**src/rtl/run_state_pkg.sv**
```systemverilog
package run_state_pkg;

    typedef enum logic [1:0] {
        RS_NORMAL  = 2'd0,
        RS_EXCEPT  = 2'd1,
        RS_STOPPED = 2'd2,
        RS_HALTED  = 2'd3
    } run_state_e;

    typedef enum logic [3:0] {
        C_NONE     = 4'd0,
        C_DBLFAULT = 4'd1,
        C_DBG      = 4'd2,
        C_BUSERR   = 4'd3,
        C_IRQ      = 4'd4,
        C_SW       = 4'd5,
        C_STOP     = 4'd6,
        C_SRLOAD   = 4'd7,
        C_HDL      = 4'd8
    } cause_e;

endpackage

```
**src/rtl/irq_gate.sv**
```systemverilog
module irq_gate #(
    parameter int LEVEL_W = 3
) (
    input  logic               req_i,
    input  logic [LEVEL_W-1:0] level_i,
    input  logic [LEVEL_W-1:0] mask_i,
    output logic               take_o
);
    localparam logic [LEVEL_W-1:0] TOP_LEVEL = {LEVEL_W{1'b1}};

    always_comb begin
        take_o = req_i && ((level_i == TOP_LEVEL) || (level_i > mask_i));
    end
endmodule

```
**src/rtl/cause_sel.sv**
```systemverilog
module cause_sel
    import run_state_pkg::*;
(
    input  run_state_e state_i,
    input  logic       sup_i,
    input  logic       trap_i,
    input  logic       trace_i,
    input  logic       fault_i,
    input  logic       irq_take_i,
    input  logic       stop_i,
    input  logic       dbg_halt_i,
    input  logic       hdl_issue_i,
    input  logic       rte_i,
    input  logic       sr_wr_i,
    output cause_e     cause_o
);
    logic priv_op;
    logic sw_exc;

    always_comb begin
        priv_op = stop_i | rte_i | sr_wr_i;
        sw_exc  = trap_i | trace_i | (priv_op & ~sup_i);
        cause_o = C_NONE;
        unique case (state_i)
            RS_NORMAL: begin
                if (dbg_halt_i)      cause_o = C_DBG;
                else if (fault_i)    cause_o = C_BUSERR;
                else if (irq_take_i) cause_o = C_IRQ;
                else if (sw_exc)     cause_o = C_SW;
                else if (stop_i)     cause_o = C_STOP;
                else if (rte_i | sr_wr_i) cause_o = C_SRLOAD;
            end
            RS_EXCEPT: begin
                if (fault_i)          cause_o = C_DBLFAULT;
                else if (dbg_halt_i)  cause_o = C_DBG;
                else if (hdl_issue_i) cause_o = C_HDL;
            end
            RS_STOPPED: begin
                if (irq_take_i)       cause_o = C_IRQ;
            end
            RS_HALTED: begin
                cause_o = C_NONE;
            end
            default: cause_o = C_NONE;
        endcase
    end
endmodule

```
**src/rtl/core_run_state.sv**
```systemverilog
module core_run_state
    import run_state_pkg::*;
#(
    parameter int LEVEL_W = 3
) (
    input  logic               clk,
    input  logic               rst_n,
    input  logic               trap_i,
    input  logic               trace_i,
    input  logic               acc_err_i,
    input  logic               addr_err_i,
    input  logic               irq_i,
    input  logic [LEVEL_W-1:0] irq_level_i,
    input  logic [LEVEL_W-1:0] irq_mask_i,
    input  logic               stop_i,
    input  logic               dbg_halt_i,
    input  logic               hdl_issue_i,
    input  logic               rte_i,
    input  logic               sr_wr_i,
    input  logic               new_sup_i,
    output logic [1:0]         state_o,
    output logic               sup_o,
    output logic               bus_en_o,
    output logic               push_sr_o,
    output logic               saved_sup_o,
    output logic               refill_o
);
    run_state_e state_q, state_d;
    logic       sup_q, sup_d;
    logic       push_q, push_d;
    logic       saved_q, saved_d;
    logic       refill_q, refill_d;
    logic       irq_take;
    cause_e     cause;

    irq_gate #(.LEVEL_W(LEVEL_W)) u_irq_gate (
        .req_i   (irq_i),
        .level_i (irq_level_i),
        .mask_i  (irq_mask_i),
        .take_o  (irq_take)
    );

    cause_sel u_cause_sel (
        .state_i     (state_q),
        .sup_i       (sup_q),
        .trap_i      (trap_i),
        .trace_i     (trace_i),
        .fault_i     (acc_err_i | addr_err_i),
        .irq_take_i  (irq_take),
        .stop_i      (stop_i),
        .dbg_halt_i  (dbg_halt_i),
        .hdl_issue_i (hdl_issue_i),
        .rte_i       (rte_i),
        .sr_wr_i     (sr_wr_i),
        .cause_o     (cause)
    );

    // Next-state and next-output selection from the arbitrated cause
    always_comb begin
        state_d  = state_q;
        sup_d    = sup_q;
        push_d   = 1'b0;
        saved_d  = saved_q;
        refill_d = 1'b0;
        unique case (cause)
            C_DBLFAULT, C_DBG: begin
                state_d = RS_HALTED;
            end
            C_BUSERR, C_IRQ, C_SW: begin
                state_d  = RS_EXCEPT;
                push_d   = 1'b1;
                saved_d  = sup_q;
                sup_d    = 1'b1;
                refill_d = 1'b1;
            end
            C_STOP: begin
                state_d = RS_STOPPED;
            end
            C_SRLOAD: begin
                sup_d    = new_sup_i;
                refill_d = rte_i;
            end
            C_HDL: begin
                state_d = RS_NORMAL;
            end
            C_NONE: begin
                state_d = state_q;
            end
            default: begin
                state_d = state_q;
            end
        endcase
    end

    // State register
    always_ff @(posedge clk or negedge rst_n) begin
        if (!rst_n) begin
            state_q  <= RS_EXCEPT;
            sup_q    <= 1'b1;
            push_q   <= 1'b0;
            saved_q  <= 1'b1;
            refill_q <= 1'b1;
        end else begin
            state_q  <= state_d;
            sup_q    <= sup_d;
            push_q   <= push_d;
            saved_q  <= saved_d;
            refill_q <= refill_d;
        end
    end

    // Outputs
    always_comb begin
        state_o     = state_q;
        sup_o       = sup_q;
        push_sr_o   = push_q;
        saved_sup_o = saved_q;
        refill_o    = refill_q;
        bus_en_o    = (state_q == RS_NORMAL) || (state_q == RS_EXCEPT);
    end
endmodule

```
**config.mk**
```make
export PLATFORM = sky130hd
export DESIGN_NAME = core_run_state
export DESIGN_NICKNAME = d
export VERILOG_FILES = /design/src/rtl/run_state_pkg.sv /design/src/rtl/irq_gate.sv /design/src/rtl/cause_sel.sv /design/src/rtl/core_run_state.sv
export SDC_FILE = /design/constraint.sdc
export NUM_CORES = 1
export LEC_CHECK = 0
export ABC_CLOCK_PERIOD_IN_PS = 4990
export BUFFER_PORTS_ARGS = -buffer_cell sky130_fd_sc_hd__buf_2
export CELL_PAD_IN_SITES_DETAIL_PLACEMENT = 0
export CELL_PAD_IN_SITES_GLOBAL_PLACEMENT = 1
export CORE_UTILIZATION = 36
export CTS_BUF_LIST = sky130_fd_sc_hd__clkbuf_8
export CTS_CLUSTER_SIZE = 25
export DETAILED_ROUTE_END_ITERATION = 12
export GPL_TIMING_DRIVEN = 0
export HOLD_SLACK_MARGIN = 0.08
export PLACE_DENSITY = 0.84
export SLEW_MARGIN = 20
export SYNTH_ARGS = -nofsm -noshare
export SYNTH_HDL_FRONTEND = slang
export SYNTH_SLANG_ARGS = --single-unit
```
**constraint.sdc**
```tcl
create_clock -name clk -period 4.99 [get_ports clk]
set_clock_uncertainty 0.2 [all_clocks]
set_input_delay 0.998 -clock clk [delete_from_list [all_inputs] [get_ports clk]]
set_output_delay 0.998 -clock clk [all_outputs]
set_load 0.02 [all_outputs]
```
==> flow_results.xml, run 1 <==
<?xml version="1.0" encoding="UTF-8"?>
<metrics>
  <group name="timing">
    <metric name="post-route-min-period" unit="ns">2.75</metric>
    <metric name="max_slew.worst_pin.slew" unit="ns">0.392</metric>
    <metric name="holdWs" unit="ns">0.398</metric>
    <metric name="slew-limit-headroom" unit="%">73.8</metric>
    <metric name="final-max-slew-violation-count" unit="">0</metric>
    <metric name="finalHoldViolCount" unit="">0</metric>
    <metric name="final_setup_violation_count" unit="">0</metric>
    <metric name="post-route-worst-setup-slack" unit="ns">2.24</metric>
    <metric name="fmax" unit="MHz">364</metric>
    <metric name="tns" unit="ns">0</metric>
    <metric name="grt_setup_unrepaired" unit="">false</metric>
    <metric name="layout_worst_path_cycle_share" unit="%">55.0</metric>
  </group>
  <group name="clock_tree">
    <metric name="cts_buffers" unit="">3</metric>
    <metric name="clk_latency" unit="ns">0.21</metric>
    <metric name="cts.clk_slew.worst_paths" unit="ns">0.03</metric>
    <metric name="post_cts_resize_count" unit="">0</metric>
    <metric name="post-cts-setup-buffer-count" unit="">0</metric>
    <metric name="tritoncts" unit="">done</metric>
    <metric name="htreeDepth" unit="">1</metric>
    <metric name="ctsHoldBuffers" unit="">0</metric>
    <metric name="clkSinkCount" unit="">6</metric>
    <metric name="cts.root.buffer_cell" unit="">clkbuf_8</metric>
    <metric name="clock_path_buffers" unit="">2</metric>
  </group>
  <group name="setup_path">
    <metric name="cp.required" unit="ns">4.92</metric>
    <metric name="critPathMaxFanout" unit="">5</metric>
    <metric name="worst-setup-path-type" unit="">in2reg</metric>
    <metric name="r2r_setup_slack" unit="ns">2.92</metric>
    <metric name="setup.worst_path.end_class" unit="">flop</metric>
    <metric name="data_arrival_time_of_the_worst_path" unit="ns">2.68</metric>
    <metric name="crit_path_start_kind" unit="">input pin</metric>
  </group>
  <group name="finish">
    <metric name="fill_cells" unit="">122</metric>
    <metric name="post_route_cells_drive_above_1_share" unit="%">55.4</metric>
    <metric name="area_delta_synth_final" unit="%">34.4</metric>
    <metric name="n_antenna_cell" unit="">0</metric>
    <metric name="fin_util" unit="%">53.6</metric>
    <metric name="fin_nets" unit="">107</metric>
  </group>
  <group name="global_routing">
    <metric name="pin_count_of_the_biggest_net_entering_global_routing" unit="">10</metric>
    <metric name="gr-total-overflow" unit="">0</metric>
    <metric name="grt.total_usage" unit="%">15.1</metric>
    <metric name="grt_pass1_vias" unit="">436</metric>
    <metric name="grt_first_pass_wirelength" unit="mm">1.67</metric>
    <metric name="grt_antenna_before_repair" unit="">0</metric>
  </group>
  <group name="logic_synthesis">
    <metric name="syn-instance-count" unit="">55</metric>
    <metric name="synth-adder-area-share" unit="%">6.98</metric>
    <metric name="area_fraction_in_compound_gates_after_synthesis" unit="%">31.6</metric>
    <metric name="area_fraction_in_and_or_nand_and_nor_cells_after_synthesis" unit="%">23.5</metric>
    <metric name="synth_top_cell_by_area" unit="">dfstp_2</metric>
    <metric name="synth.yosys.seq_area_share" unit="%">28.8</metric>
    <metric name="mappedNetlistNets" unit="">77</metric>
    <metric name="synth_edf_count" unit="">0</metric>
    <metric name="yosys_warnings" unit="">0</metric>
    <metric name="netlist-cell-type-count" unit="">31</metric>
    <metric name="synth_largest_type_area_fraction" unit="%">19.5</metric>
    <metric name="synth_top_family_by_area" unit="">compound AO/OA/AOI/OAI gates</metric>
    <metric name="async_flop_share" unit="%">100</metric>
    <metric name="synthMuxAreaShare" unit="%">5.58</metric>
    <metric name="postSynthAreaPerCell" unit="µm²">9.78</metric>
    <metric name="synthXorXnorAreaFrac" unit="%">0</metric>
    <metric name="synth_area_leaders" unit="">dfstp_2, dfrtp_1, o31ai_4</metric>
    <metric name="yosys_most_used_dff" unit="">dfstp_2</metric>
    <metric name="synth.ff_latch_count" unit="">6</metric>
    <metric name="syn-cell-area" unit="µm²">538</metric>
  </group>
  <group name="pwr">
    <metric name="leakage" unit="nW">0.332</metric>
    <metric name="max-vdd-ir-drop" unit="mV">0.128</metric>
    <metric name="power-per-cell-area" unit="nW/µm²">421</metric>
    <metric name="power.total" unit="µW">305</metric>
  </group>
  <group name="hold_path">
    <metric name="timing.hold.worst.class" unit="">in2async</metric>
  </group>
  <group name="floorplan">
    <metric name="die_height" unit="µm">40.7</metric>
    <metric name="placeableCoreArea" unit="µm²">1350</metric>
    <metric name="initial_core_utilization" unit="%">39.9</metric>
    <metric name="row_count" unit="">13</metric>
    <metric name="dieWidth" unit="µm">40.7</metric>
    <metric name="ios" unit="">26</metric>
    <metric name="die-area" unit="µm²">1650</metric>
  </group>
  <group name="placed_design">
    <metric name="hpwl" unit="µm">948</metric>
    <metric name="port-buffer-count" unit="">25</metric>
    <metric name="dp_slack" unit="ns">2.02</metric>
    <metric name="routabilityCongestion" unit="">0.704</metric>
  </group>
  <group name="route">
    <metric name="wl" unit="mm">1.08</metric>
    <metric name="drt_iter0_drc" unit="">5</metric>
    <metric name="first_pass_iters" unit="">4</metric>
    <metric name="wire_per_inst" unit="µm">11.0</metric>
    <metric name="num_vias" unit="">509</metric>
    <metric name="post_route_drc_violation_count" unit="">0</metric>
    <metric name="avgViaCountPerCell" unit="">5.19</metric>
    <metric name="antenna_left" unit="">0</metric>
  </group>
  <group name="job">
    <metric name="maxCapViolCount" unit="">0</metric>
  </group>
  <group name="run_status">
    <metric name="status" unit="">completed</metric>
  </group>
</metrics>
-- per-layer routing --
| metal | vias to the layer above | wire [µm] | share of wire (%) | track usage (%) |
|---|---|---|---|---|
| met3 | 0 | 31 | 2.9 | 3.26 |
| met5 | - | 0 | 0 | 0 |
| met1 | 234 | 501 | 46 | 18.2 |
| li1 | 262 | - | - | - |
| met2 | 13 | 547 | 51 | 26.2 |
| met4 | 0 | 0 | 0 | 5.00 |
-- stage by stage --
| stage | cells | instance area, µm² |
|---|---|---|
| floorplan | 55 | 538 |
| global placement | 95 | 682 |
| detailed placement | 95 | 682 |
| CTS | 98 | 723 |
| global route | 98 | 723 |
| finish | 98 | 723 |
-- worst max-delay path, stage by stage --
cell	delay [ns]
buf_2	0.11
ha_1	0.30
nor2b_4	0.14
o31ai_4	0.17
o21ai_2	0.14
o31ai_4	0.37
a21oi_2	0.11
or3_1	0.35
-- logic make-up after synthesis --
| group | after synthesis |
|---|---|
| compound gates | 18 |
| fa+ha+maj | 3 |
| buf+inv | 5 |
| flops | 6 |
| mux | 2 |
| simple gates | 21 |
-- worst paths after layout --
check                           depth (start not counted)           start     endpoint
worst max register to register                          6      state_o[1]   state_o[1]
worst min-delay path                                    1           rst_n    push_sr_o
worst min register to register                          1     saved_sup_o  saved_sup_o
worst max-delay path                                    8  irq_level_i[1]   state_o[0]
max in group asynchronous                               1           rst_n        sup_o
min in group clk                                        1     saved_sup_o  saved_sup_o
-- cell usage after synthesis, types with 2 or more instances --
cell type,number
nand2_1,2
o21ai_0,2
a21boi_0,2
o31ai_4,2
nor2_1,6
inv_1,4
o21ai_2,2
nor3_1,2
nor2b_1,2
dfstp_2,4
ha_1,3
dfrtp_1,2
nor3_2,2
mux2_4,2
a21oi_1,2
-- where the power goes --
part / switching, mW / internal (mW) / leakage (nW) / total, mW
Combinational: 0.0840 / 0.0647 / 0.244 / 0.149
Clock: 0.0170 / 0.0515 / 0.0216 / 0.0685
Sequential: 0.0122 / 0.0752 / 0.0658 / 0.0874
-- cell usage in the layout, fill, tap and decap left out, types with 3 or more instances in the layout --
cell type and instances:
buf_2 25, nor2_1 6, ha_1 3, dfstp_2 4, clkbuf_8 3, inv_1 4
-- flip-flops by register name, indices dropped and copies added (netlist names) --
| signal | cells |
|---|---|
| saved_sup_o | 1 |
| refill_o | 1 |
| sup_o | 1 |
| state_o | 2 |
| push_sr_o | 1 |
-- final cells by class --
| cell class | count | area (µm²) | area share (%) |
|---|---|---|---|
| repair buffers | 25 | 125 | 17.3 |
| inverters | 4 | 15.0 | 2.08 |
| plain buffers | 1 | 3.75 | 0.519 |
| clock buffers | 3 | 41.3 | 5.71 |
| flip-flops and latches | 6 | 155 | 21.5 |
| well taps | 15 | 18.8 | 2.60 |
| multi-input cells | 44 | 364 | 50.3 |
Note: power is estimated with default switching activity, not from simulation.
==> inputs of run 2 (changes only) <==
--- a/config.mk
+++ b/config.mk
@@ -5,17 +5,17 @@
 export SDC_FILE = /design/constraint.sdc
 export NUM_CORES = 1
 export LEC_CHECK = 0
-export ABC_CLOCK_PERIOD_IN_PS = 4990
+export ABC_CLOCK_PERIOD_IN_PS = 2500
 export BUFFER_PORTS_ARGS = -buffer_cell sky130_fd_sc_hd__buf_2
 export CELL_PAD_IN_SITES_DETAIL_PLACEMENT = 0
 export CELL_PAD_IN_SITES_GLOBAL_PLACEMENT = 1
-export CORE_UTILIZATION = 36
+export CORE_UTILIZATION = 30
 export CTS_BUF_LIST = sky130_fd_sc_hd__clkbuf_8
 export CTS_CLUSTER_SIZE = 25
 export DETAILED_ROUTE_END_ITERATION = 12
 export GPL_TIMING_DRIVEN = 0
 export HOLD_SLACK_MARGIN = 0.08
-export PLACE_DENSITY = 0.84
+export PLACE_DENSITY = 0.75
 export SLEW_MARGIN = 20
 export SYNTH_ARGS = -nofsm -noshare
 export SYNTH_HDL_FRONTEND = slang
==> constraint.sdc (replaced) <==
create_clock -name clk -period 2.5 [get_ports clk]
set_clock_uncertainty 0.2 [all_clocks]
set_input_delay 0.5 -clock clk [delete_from_list [all_inputs] [get_ports clk]]
set_output_delay 0.5 -clock clk [all_outputs]
set_load 0.02 [all_outputs]
==> flow_results.xml, run 2 (synthesized netlist as in run 1, its figures left out) <==
<?xml version="1.0" encoding="UTF-8"?>
<metrics>
  <group name="global_routing">
    <metric name="grt_first_pass_wirelength" unit="mm">1.78</metric>
    <metric name="gr-total-overflow" unit="">0</metric>
    <metric name="grt_pass1_vias" unit="">447</metric>
    <metric name="grt.total_usage" unit="%">12.1</metric>
    <metric name="grt_antenna_before_repair" unit="">0</metric>
    <metric name="pin_count_of_the_biggest_net_entering_global_routing" unit="">10</metric>
  </group>
  <group name="finish">
    <metric name="mostFrequentLayoutCell" unit="">buf_2</metric>
    <metric name="area_delta_synth_final" unit="%">39.1</metric>
    <metric name="largest_register_ff_count" unit="">2</metric>
    <metric name="fin_nets" unit="">108</metric>
    <metric name="multi_input_area" unit="µm²">364</metric>
    <metric name="final_cell_mix" unit="">buf_2, nor2_1, inv_1</metric>
    <metric name="layout.area.seq" unit="µm²">155</metric>
    <metric name="fill_cells" unit="">170</metric>
    <metric name="n_antenna_cell" unit="">0</metric>
    <metric name="post_route_cells_drive_above_1_share" unit="%">54.1</metric>
  </group>
  <group name="pwr">
    <metric name="leakage" unit="nW">0.341</metric>
    <metric name="max-vdd-ir-drop" unit="mV">0.293</metric>
    <metric name="power-per-cell-area" unit="nW/µm²">831</metric>
  </group>
  <group name="setup_path">
    <metric name="critPathSlowestCell" unit="">o31ai_4</metric>
    <metric name="critical-path-top-cell-by-count" unit="">o31ai_4</metric>
    <metric name="critPathMaxStageDelay" unit="ns">0.37</metric>
    <metric name="crit_path_cell_trace" unit="">buf_2 &gt; ha_1 &gt; nor2b_4 &gt; o31ai_4 &gt; o21ai_2 &gt; o31ai_4 &gt; a21oi_2 &gt; or3_1</metric>
    <metric name="crit_path_start_kind" unit="">input pin</metric>
    <metric name="critPathMaxFanout" unit="">5</metric>
    <metric name="setup.worst_path.end_class" unit="">flop</metric>
    <metric name="cell_class_contributing_the_biggest_share_of_worst_path_delay" unit="">compound AO/OA/AOI/OAI gates</metric>
    <metric name="timing.critical_path.buf_inv" unit="">1</metric>
    <metric name="data_arrival_time_of_the_worst_path" unit="ns">2.19</metric>
    <metric name="worst-setup-path-type" unit="">in2reg</metric>
    <metric name="cp.required" unit="ns">2.44</metric>
  </group>
  <group name="floorplan">
    <metric name="initial_core_utilization" unit="%">33.8</metric>
    <metric name="die_height" unit="µm">44.4</metric>
    <metric name="row_count" unit="">14</metric>
    <metric name="dieWidth" unit="µm">44.4</metric>
    <metric name="ios" unit="">26</metric>
    <metric name="die-area" unit="µm²">1970</metric>
    <metric name="placeableCoreArea" unit="µm²">1590</metric>
  </group>
  <group name="timing">
    <metric name="tns" unit="ns">0</metric>
    <metric name="final-max-slew-violation-count" unit="">0</metric>
    <metric name="final_setup_violation_count" unit="">0</metric>
    <metric name="layout_worst_path_cycle_share" unit="%">90.0</metric>
    <metric name="grt_setup_unrepaired" unit="">false</metric>
    <metric name="slew-limit-headroom" unit="%">74.3</metric>
    <metric name="post-route-min-period" unit="ns">2.25</metric>
    <metric name="fmax" unit="MHz">445</metric>
    <metric name="finalHoldViolCount" unit="">0</metric>
    <metric name="post-route-worst-setup-slack" unit="ns">0.251</metric>
    <metric name="max_slew.worst_pin.slew" unit="ns">0.385</metric>
  </group>
  <group name="placed_design">
    <metric name="routabilityCongestion" unit="">0.726</metric>
    <metric name="port-buffer-count" unit="">25</metric>
    <metric name="hpwl" unit="µm">939</metric>
    <metric name="dp_slack" unit="ns">0.0105</metric>
  </group>
  <group name="clock_tree">
    <metric name="tritoncts" unit="">done</metric>
    <metric name="cts_buffers" unit="">3</metric>
    <metric name="htreeDepth" unit="">1</metric>
    <metric name="post_cts_resize_count" unit="">0</metric>
    <metric name="cts.clk_slew.worst_paths" unit="ns">0.04</metric>
    <metric name="post-cts-setup-buffer-count" unit="">0</metric>
    <metric name="clkSinkCount" unit="">6</metric>
    <metric name="ctsHoldBuffers" unit="">1</metric>
    <metric name="clock_path_buffers" unit="">2</metric>
    <metric name="cts.root.buffer_cell" unit="">clkbuf_8</metric>
    <metric name="clk_latency" unit="ns">0.22</metric>
  </group>
  <group name="route">
    <metric name="wire_per_inst" unit="µm">10.2</metric>
    <metric name="wl" unit="mm">1.11</metric>
    <metric name="avgViaCountPerCell" unit="">4.72</metric>
    <metric name="post_route_drc_violation_count" unit="">0</metric>
    <metric name="first_pass_iters" unit="">4</metric>
    <metric name="drt_iter0_drc" unit="">14</metric>
    <metric name="antenna_left" unit="">0</metric>
    <metric name="num_vias" unit="">515</metric>
  </group>
  <group name="job">
    <metric name="maxCapViolCount" unit="">0</metric>
  </group>
  <group name="run_status">
    <metric name="status" unit="">completed</metric>
  </group>
  <group name="hold_path">
    <metric name="timing.hold.worst.class" unit="">in2reg</metric>
  </group>
</metrics>
==> run 2: changes by cell type in the layout (fill, tap and decap cells not counted) <==
cell,delta
dlygate4sd3_1,+1
inv_1,+1
==> run 2: report_power, final <==
part,internal [mW],switching (mW)
Combinational,0.130,0.169
Sequential,0.150,0.0232
Clock,0.106,0.0429
Total,0.386,0.236
==> run 2: area by class of cell <==
type,count,share of cell area [%]
multi-input combinational,44,48.7
clock inverter,1,0.502
sequential,6,20.7
timing repair buffer,26,18.1
inverter,4,2.01
buffer,1,0.502
tap,24,4.01
clock buffer,3,5.52
==> run 2: stage by stage <==
stage | instances | hold WS [ns] | util, % | total power [mW] | instance area, µm²
floorplan | 55 | 0.00441 | - | 0.388 | 538
global placement | 104 | 0.124 | 43.5 | 0.471 | 693
detailed placement | 104 | 0.125 | 43.5 | 0.474 | 693
CTS | 109 | 0.376 | 46.9 | 0.627 | 748
global route | 109 | 0.400 | 46.9 | 0.664 | 748
finish | 109 | 0.383 | 46.9 | 0.621 | 748
==> run 2: path summary, 6_finish.rpt <==
| path | start | to | slack, ns | cells after the start |
|---|---|---|---|---|
| max in group asynchronous | rst_n | refill_o | 1.45 | 2 |
| min in group asynchronous | rst_n | push_sr_o | 0.43 | 2 |
| worst min register to register | saved_sup_o | saved_sup_o | 0.42 | 1 |
| worst max-delay path | irq_level_i[1] | state_o[0] | 0.25 | 8 |
| worst min-delay path | rte_i | refill_o | 0.38 | 3 |
| worst max register to register | state_o[1] | state_o[1] | 0.49 | 6 |
==> run 2: layer usage <==
| layer | track usage [%] | routed length (µm) | vias to the layer above |
|---|---|---|---|
| met3 | 2.45 | 41 | 0 |
| met2 | 20.3 | 552 | 16 |
| met5 | 0 | 0 | - |
| met4 | 5.45 | 0 | 0 |
| met1 | 14.8 | 520 | 234 |
| li1 | - | - | 265 |
==> run 2: worst min-delay path: cells and delay by family <==
| kind | cells | cell delay, ns |
|---|---|---|
| AO/OA/AOI/OAI | 1 | 0.08 |
| AND/OR/NAND/NOR | 1 | 0.10 |
| buffers and inverters | 1 | 0.11 |
